`src/rtl/pso_pkg.sv`:
```
package pso_pkg;
    localparam int LEG_P       = 0;
    localparam int LEG_N       = 1;
    localparam int NUM_LEGS    = 2;
    localparam int SYNC_STAGES = 2;
endpackage

```
`src/rtl/pso_brk_filter.sv`:
```
module pso_brk_filter #(
    parameter int FLT_W = 4
) (
    input  logic             clk_i,
    input  logic             rst_ni,
    input  logic             pin_act_i,
    input  logic [FLT_W-1:0] len_i,
    output logic             filt_o
);
    typedef struct packed {
        logic             lvl;
        logic [FLT_W-1:0] cnt;
    } flt_state_t;

    flt_state_t s_d, s_q;
    logic [FLT_W:0] cnt_inc;
    logic           bypass;

    assign bypass  = (len_i == '0);
    assign cnt_inc = {1'b0, s_q.cnt} + 1'b1;

    always_comb begin
        s_d = s_q;
        if (bypass) begin
            // track the pin so a later switch to filtering starts aligned
            s_d.lvl = pin_act_i;
            s_d.cnt = '0;
        end else if (pin_act_i == s_q.lvl) begin
            s_d.cnt = '0;
        end else if (cnt_inc >= {1'b0, len_i}) begin
            s_d.lvl = pin_act_i;
            s_d.cnt = '0;
        end else begin
            s_d.cnt = cnt_inc[FLT_W-1:0];
        end
    end

    always_ff @(posedge clk_i or negedge rst_ni) begin
        if (!rst_ni) s_q <= '0;
        else         s_q <= s_d;
    end

    assign filt_o = bypass ? pin_act_i : s_q.lvl;
endmodule

```
`src/rtl/pso_dead_time.sv`:
```
module pso_dead_time #(
    parameter int DT_W = 8
) (
    input  logic            clk_i,
    input  logic            rst_ni,
    input  logic            req_i,
    input  logic [DT_W-1:0] dt_i,
    output logic            state_o
);
    localparam logic [DT_W-1:0] CNT_MAX = '1;

    typedef struct packed {
        logic [DT_W-1:0] cnt;
    } dt_state_t;

    dt_state_t s_d, s_q;

    always_comb begin
        s_d = s_q;
        if (!req_i)                s_d.cnt = '0;
        else if (s_q.cnt != CNT_MAX) s_d.cnt = s_q.cnt + 1'b1;
    end

    always_ff @(posedge clk_i or negedge rst_ni) begin
        if (!rst_ni) s_q <= '0;
        else         s_q <= s_d;
    end

    // rising edge delayed by dt_i edges, falling edge immediate
    assign state_o = req_i && (s_q.cnt >= dt_i);
endmodule

```
`src/rtl/pso_master_ctrl.sv`:
```
module pso_master_ctrl
    import pso_pkg::*;
(
    input  logic clk_i,
    input  logic rst_ni,
    input  logic brk_act_i,
    input  logic moe_set_i,
    input  logic auto_en_i,
    input  logic ovf_i,
    input  logic flag_clr_i,
    output logic moe_eff_o,
    output logic moe_sync_o,
    output logic flag_o
);
    typedef struct packed {
        logic                   moe;
        logic [SYNC_STAGES-1:0] sync;
        logic                   flag;
    } mc_state_t;

    mc_state_t s_d, s_q;

    // combinational clear: no clock edge needed for the enable to drop
    assign moe_eff_o = s_q.moe & ~brk_act_i;

    always_comb begin
        s_d = s_q;
        if (brk_act_i)                          s_d.moe = 1'b0;
        else if (moe_set_i || (auto_en_i && ovf_i)) s_d.moe = 1'b1;

        s_d.sync = {s_q.sync[SYNC_STAGES-2:0], moe_eff_o};

        if (brk_act_i)       s_d.flag = 1'b1;
        else if (flag_clr_i) s_d.flag = 1'b0;
    end

    always_ff @(posedge clk_i or negedge rst_ni) begin
        if (!rst_ni) s_q <= '0;
        else         s_q <= s_d;
    end

    assign moe_sync_o = s_q.sync[SYNC_STAGES-1];
    assign flag_o     = s_q.flag;
endmodule

```
`src/rtl/pwm_safe_out_stage.sv`:
```
module pwm_safe_out_stage
    import pso_pkg::*;
#(
    parameter int DT_W  = 8,
    parameter int FLT_W = 4
) (
    input  logic             clk_i,
    input  logic             rst_ni,
    input  logic             ref_i,
    input  logic [DT_W-1:0]  dt_i,
    input  logic             pol_p_i,
    input  logic             pol_n_i,
    input  logic             en_p_i,
    input  logic             en_n_i,
    input  logic             idle_p_i,
    input  logic             idle_n_i,
    input  logic             keep_oe_i,
    input  logic             moe_set_i,
    input  logic             auto_en_i,
    input  logic             ovf_i,
    input  logic             brk_pin_i,
    input  logic             brk_pol_i,
    input  logic             clk_fail_i,
    input  logic             brk_en_i,
    input  logic [FLT_W-1:0] flt_len_i,
    input  logic             brk_ie_i,
    input  logic             flag_clr_i,
    output logic             pad_p_o,
    output logic             pad_n_o,
    output logic             pad_oe_p_o,
    output logic             pad_oe_n_o,
    output logic             moe_o,
    output logic             brk_flag_o,
    output logic             brk_irq_o
);
    logic pin_act, pin_filt, brk_act;
    logic moe_eff, moe_sync, override, flag;

    logic [NUM_LEGS-1:0] en_v, pol_v, idle_v;
    logic [NUM_LEGS-1:0] run_req, idle_req, req_v, state_v, pad_v, oe_v;

    assign pin_act = brk_pol_i ? brk_pin_i : ~brk_pin_i;

    pso_brk_filter #(.FLT_W(FLT_W)) u_filter (
        .clk_i     (clk_i),
        .rst_ni    (rst_ni),
        .pin_act_i (pin_act),
        .len_i     (flt_len_i),
        .filt_o    (pin_filt)
    );

    assign brk_act = brk_en_i & (pin_filt | clk_fail_i);

    pso_master_ctrl u_master (
        .clk_i      (clk_i),
        .rst_ni     (rst_ni),
        .brk_act_i  (brk_act),
        .moe_set_i  (moe_set_i),
        .auto_en_i  (auto_en_i),
        .ovf_i      (ovf_i),
        .flag_clr_i (flag_clr_i),
        .moe_eff_o  (moe_eff),
        .moe_sync_o (moe_sync),
        .flag_o     (flag)
    );

    // window where the enable has dropped but the clock domain has not seen it
    assign override = ~moe_eff & moe_sync;

    assign en_v[LEG_P]   = en_p_i;
    assign en_v[LEG_N]   = en_n_i;
    assign pol_v[LEG_P]  = pol_p_i;
    assign pol_v[LEG_N]  = pol_n_i;
    assign idle_v[LEG_P] = idle_p_i;
    assign idle_v[LEG_N] = idle_n_i;

    assign run_req[LEG_P]  = en_p_i & ref_i;
    assign run_req[LEG_N]  = en_n_i & ~ref_i;
    // both idle bits set is refused: neither leg may go active
    assign idle_req[LEG_P] = idle_p_i & ~idle_n_i;
    assign idle_req[LEG_N] = idle_n_i & ~idle_p_i;

    always_comb begin
        if (override)      req_v = '0;
        else if (moe_sync) req_v = run_req;
        else               req_v = idle_req;
    end

    always_comb begin
        if (moe_sync)       oe_v = en_v;
        else if (keep_oe_i) oe_v = {NUM_LEGS{|en_v}};
        else                oe_v = '0;
    end

    for (genvar g = 0; g < NUM_LEGS; g++) begin : g_leg
        pso_dead_time #(.DT_W(DT_W)) u_dt (
            .clk_i   (clk_i),
            .rst_ni  (rst_ni),
            .req_i   (req_v[g]),
            .dt_i    (dt_i),
            .state_o (state_v[g])
        );
        assign pad_v[g] = state_v[g] ^ pol_v[g];
    end

    assign pad_p_o    = pad_v[LEG_P];
    assign pad_n_o    = pad_v[LEG_N];
    assign pad_oe_p_o = oe_v[LEG_P];
    assign pad_oe_n_o = oe_v[LEG_N];
    assign moe_o      = moe_eff;
    assign brk_flag_o = flag;
    assign brk_irq_o  = flag & brk_ie_i;
endmodule

```
`config.mk`:
```
export PLATFORM = sky130hd
export DESIGN_NAME = pwm_safe_out_stage
export DESIGN_NICKNAME = d
export VERILOG_FILES = /design/src/rtl/pso_pkg.sv /design/src/rtl/pso_brk_filter.sv /design/src/rtl/pso_dead_time.sv /design/src/rtl/pso_master_ctrl.sv /design/src/rtl/pwm_safe_out_stage.sv
export SDC_FILE = /design/constraint.sdc
export NUM_CORES = 1
export LEC_CHECK = 0
export CORE_AREA = 2 2 77 50
export DETAILED_ROUTE_END_ITERATION = 12
export DIE_AREA = 0 0 79 52
export DONT_BUFFER_PORTS = 1
export PLACE_DENSITY = 0.77
export SLEW_MARGIN = 30
export SYNTH_ARGS = -nofsm -noshare
export SYNTH_HDL_FRONTEND = slang
export SYNTH_SLANG_ARGS = --single-unit
```
`constraint.sdc`:
```
create_clock -name clk_i -period 1.6 [get_ports clk_i]
set_input_delay 0.08 -clock clk_i [delete_from_list [all_inputs] [get_ports clk_i]]
set_output_delay 0.08 -clock clk_i [all_outputs]
set_load 0.03 [all_outputs]
```
* Word level (Yosys, flattened, before mapping)
Index checks and enable logic that the tools add are counted.
** Operators by class
- Equal/unequal tests :: 6
- Order comparisons :: 3
- Mux-type cells :: 19
- Add/subtract/negate cells :: 3
- Bitwise operators :: 17
- Reductions and logical operators :: 10
** Operators with widths (count)
- two-way mux 8 bit :: 4
- adder 8 x 1 -> 8 bit, second input constant :: 2
- greater-or-equal comparator 8 bit :: 2
- != test 8 bit, second input constant :: 2
- bitwise AND 1 bit :: 8
- two-way mux 1 bit :: 8
- two-way mux 2 bit :: 4
- two-way mux 4 bit :: 2
- != test 2 x 1 -> 1 bit, second input constant :: 3
- NOT 1 bit :: 6
- nonzero test 2 bit :: 3
- adder 4 x 1 -> 5 bit, second input constant :: 1
- greater-or-equal comparator 5 x 4 -> 1 bit :: 1
- two-way mux 5 bit :: 1
- zero test 4 bit :: 1
- logical AND 1 bit :: 3
- AND reduction 2 bit :: 1
- OR reduction 2 bit :: 1
- bitwise XOR 1 bit :: 2
- equality test 1 bit :: 1
- logical OR 1 bit :: 1
- OR 1 bit :: 1
** Word-level totals
- Flip-flop bits (word level) :: 25
- Bits of input ports :: 31
- Output and inout bits :: 7

* Depth between registers and ports, before layout
- Word-level depth :: 12
- Gate-level depth with buffers :: 7

* Modules after synthesis
A second synthesis with hierarchy kept.
** Second synthesis, totals
- Cell total of the unflattened synthesis :: 188
- Area, all modules :: 1784.2 um^2
** Modules (own cells, without submodules)
- pso_dead_time (g_leg[0].u_dt) :: instances 1, cells each 61, area an instance 599.3 um^2, seq. area each 200.2 um^2
- pso_dead_time (g_leg[1].u_dt) :: instances 1, cells each 69, area an instance 591.8 um^2, seq. area each 200.2 um^2
- pso_brk_filter :: instances 1, cells each 31, area an instance 347.8 um^2, seq. area each 125.1 um^2
- pso_master_ctrl :: instances 1, cells each 9, area an instance 133.9 um^2, seq. area each 100.1 um^2
- pwm_safe_out_stage :: instances 1, cells each 18, area an instance 111.4 um^2, seq. area each 0.0 um^2

* Least setup slack after synthesis
No wires, ideal clock.
- Path kind :: register -> output
- Start point :: register g_leg[0].u_dt.s_q[5] in the netlist's numbering
- End point :: output port pad_p_o
- Arrival time :: 1.807 ns
- Data required time :: 1.520 ns
- Cell stages (with the launch flop) :: 6
- Setup slack :: -0.287 ns
- Cell sequence :: dfrtp_1 > ha_1 > nand4_1 > or3_1 > a21oi_2 > xor2_1
** On the way
- Cells in the longest elaborated chain, start to end :: 3
** RTL lines
- start: declaration :: line pso_dead_time.sv:16 : dt_state_t s_d, s_q;
- start signal: assignment :: line pso_dead_time.sv:25 : if (!rst_ni) s_q <= '0;
- start signal: assignment :: line pso_dead_time.sv:26 : else s_q <= s_d;
- greater-or-equal comparator 8 bit :: line pso_dead_time.sv:30 : assign state_o = req_i && (s_q.cnt >= dt_i);
- logical AND 1 bit :: line pso_dead_time.sv:30
- bitwise XOR 1 bit :: line pwm_safe_out_stage.sv:103 : assign pad_v[g] = state_v[g] ^ pol_v[g];
- end: declaration :: line pwm_safe_out_stage.sv:28 : output logic pad_p_o,
No other way between the ends.

* Final worst setup path
- Start point :: register g_leg[0].u_dt.s_q[6] in the netlist's numbering
- End point :: output port pad_p_o
The elaborated chain is that of the path after synthesis.

==> results.cfg <==
[clocking]
clock-root-buffer = clkbuf_8
cts_tree = built
cts_buffers = 3
path_clk_slew_ps = 90
clk_latency_ps = 270
cts_buffer_depth = 2
htree_levels = 1
numClockSinks = 25

[sta]
finalCriticalPeriod_ps = 2060
relSlewSlack_pct = 49.5
setup_viol = 8
fin_crit_sh_pct = 129
fin_ws_ps = -462
rsz0062_at_grt = true
tightest_slew_ps = 751
final_max_slew_viol_count = 0
hold_violations = 0
clock.fmax_mhz = 485
finalSetupTns_ps = -1280
skew_ps = 2.49

[finish]
n_antenna_cell = 0
synthToLayoutAreaGrowth_pct = 40.1
fillers = 238
layout-drive-gt1-share_pct = 35.3
nets = 287

[placed_design]
io_buffers = 0
place_congestion = 0.829
place_ws_ps = -227
dp_hpwl_um = 3090

[logic_synthesis]
synth.largest_area_cell = dfrtp_1
synth_cell_types = 38
ys_seq_area_share_pct = 34.9
synth_edf_count = 0
async_reset_ff_share_pct = 100
yosysWarnings = 0
ys_ff_latch = 25
synth_area_leaders = dfrtp_1 35%, ha_1 16%, nor2_1 4.6%
syn_avg_cell_area_um2 = 9.29
synth.top_cell.area_share_pct = 34.9
ys.flop_type = dfrtp_1
syn_inst = 193
yosysMostFrequentCell = dfrtp_1
synth.cell_area_mm2 = 0.00179
yosys-top-cells-count = 25 x dfrtp_1, 23 x ha_1, 22 x nor2_1, 21 x inv_1
synth_fp_nets = 247

[global_route]
overflow = 0
grt_pass1_wl_um = 7160
grtUsageTotal_pct = 22.8
antenna_found_initial = 0
grt_pass1_vias = 1530
grt_max_degree = 26

[routing]
drt_wl_total_um = 4570
wl_per_cell_um = 16.4
drtIter0Drc = 72
ant_nets = 0
post-route-drc-count = 0
vias = 1545
first_pass_iters = 4
vias_per_cell = 5.54

[worst_hold_path]
whs_path_depth = 2
hold_path_class = primary input to register

[floorplanning]
initial_core_util_pct = 52.0
fp.coreArea_mm2 = 0.00345
ios = 38
dieWidth_um = 79
row_count = 17
die_area_mm2 = 0.00411
chipHeight_um = 52

[power_and_ir_drop]
total_leakage_power_uw = 0.00114
power_per_cell_area_mw_per_mm2 = 800
irDropWorstVdd_mv = 0.566

[setup_path]
critPathCaptureType = output pin
reg2regPathDepth = 7
crit_chain = ha_4 -> nand4_1 -> nor2_1 -> a211oi_2 -> buf_4 -> a21oi_4 -> xor2_4
worstSetupStartpointType = register
critical_path_depth = 7
critPathBufInv = 1
slowest_stage = dfrtp_1
cp.arrival_ps = 1980
cp_max_fo = 3
slowest_delay_ps = 430
required_ps = 1520
crit_family = flip-flops
crit_type = register to output pin

[run_status]
status = complete, but fails checks
violations = setup timing

[run]
max_cap_viol_count = 0
## metrics by stage
stage | instances | cell area [um2] | utilization [%] | total power [uW] | hold slack, ps
3_5_place_dp | 261 | 2070 | 60.1 | 1370 | -215
3_3_place_gp | 261 | 2070 | 60.1 | 1360 | -215
4_1_cts | 275 | 2320 | 67.5 | 1890 | 6.38
5_1_grt | 279 | 2510 | 72.9 | 2130 | 42.2
2_1_floorplan | 193 | 1850 | - | 1200 | -216
6_report | 279 | 2510 | 72.9 | 2010 | 59.0
## report_power, final
group	internal [uW]	switching [uW]	leakage, uW
registers	705	82.2	0.000335
clock network	174	210	0.0000255
logic	411	428	0.000779
total	1290	720	0.00114
## per-layer routing
layer  routed length (um)  global-route usage (%)
met5                    0                       0
met3                  159                    5.03
met1                 2060                    29.8
met4                   46                    5.17
met2                 2300                    39.0
## cells by family after synthesis
kind of cell               Yosys count  synth area share [%]
buffers and inverters               23                  4.82
and+or+nand+nor                     72                  21.2
adders and majority gates           23                  16.1
AOI/OAI and AO/OA                   36                  15.5
DFF                                 25                  34.9
xor gates and xnor gates            10                  5.30
muxes                                4                  2.23
## cell type report
| cell class | count | area (um2) | area share, % |
|---|---|---|---|
| clock buffer | 3 | 41.3 | 1.64 |
| clock inverter | 1 | 5.00 | 0.199 |
| inverter | 21 | 78.8 | 3.14 |
| multi-input combinational | 145 | 1390 | 55.4 |
| sequential | 25 | 627 | 25.0 |
| tap | 47 | 58.8 | 2.34 |
| timing repair buffer | 37 | 309 | 12.3 |
## flip-flops by register name, summed over array words and instances (netlist names)
register,count
u_filter.s_q,5
u_master.s_q,1
g_leg.u_dt.s_q,16
u_master.moe_sync_o,1
u_master.s_d,1
u_master.flag_o,1
## placed cells by master, fill, tap and decap left out, drive strengths merged, types with 6 or more instances in the layout
cell         instances
dlygate4sd3          6
nor2                22
ha                  23
o21ai                8
xnor2                7
a21oi                9
inv                 21
buf                 31
dfrtp               25
a211oi               6
nand2                6
nor3                 6
nand3                8
## timing repair
item,4_1_cts,5_1_grt
pin swaps,19,21
hold endpoints to repair,27,1
endpoints found under the setup margin,12,21
setup buffers,4,3
hold buffers,6,1
resized for setup,13,32
## worst reg2reg max path, cell delays in order (launching register included)
cell	delay, ps
dfrtp_2	470
buf_4	160
ha_4	190
nand2b_4	130
a21o_1	180
a21oi_2	190
o221ai_2	180
nor2b_1	180
## worst paths after layout
kind | startpoint | endpoint | slack (ps)
max in group asynchronous | rst_ni | u_filter.s_q[0]$_DFF_PN0_ | 1180
max reg2reg | u_filter.s_q[0]$_DFF_PN0_ | u_filter.s_q[3]$_DFF_PN0_ | -140
min in group asynchronous | rst_ni | g_leg[1].u_dt.s_q[4]$_DFFE_PN0P_ | 260
min reg2reg | u_master.s_d[2]$_DFF_PN0_ | u_master.moe_sync_o$_DFF_PN0_ | 360
max | g_leg[0].u_dt.s_q[6]$_DFFE_PN0P_ | pad_p_o | -460
min | brk_pin_i | u_filter.s_q[4]$_DFFE_PN0P_ | 60
Power figures use the tool's default switching activity.
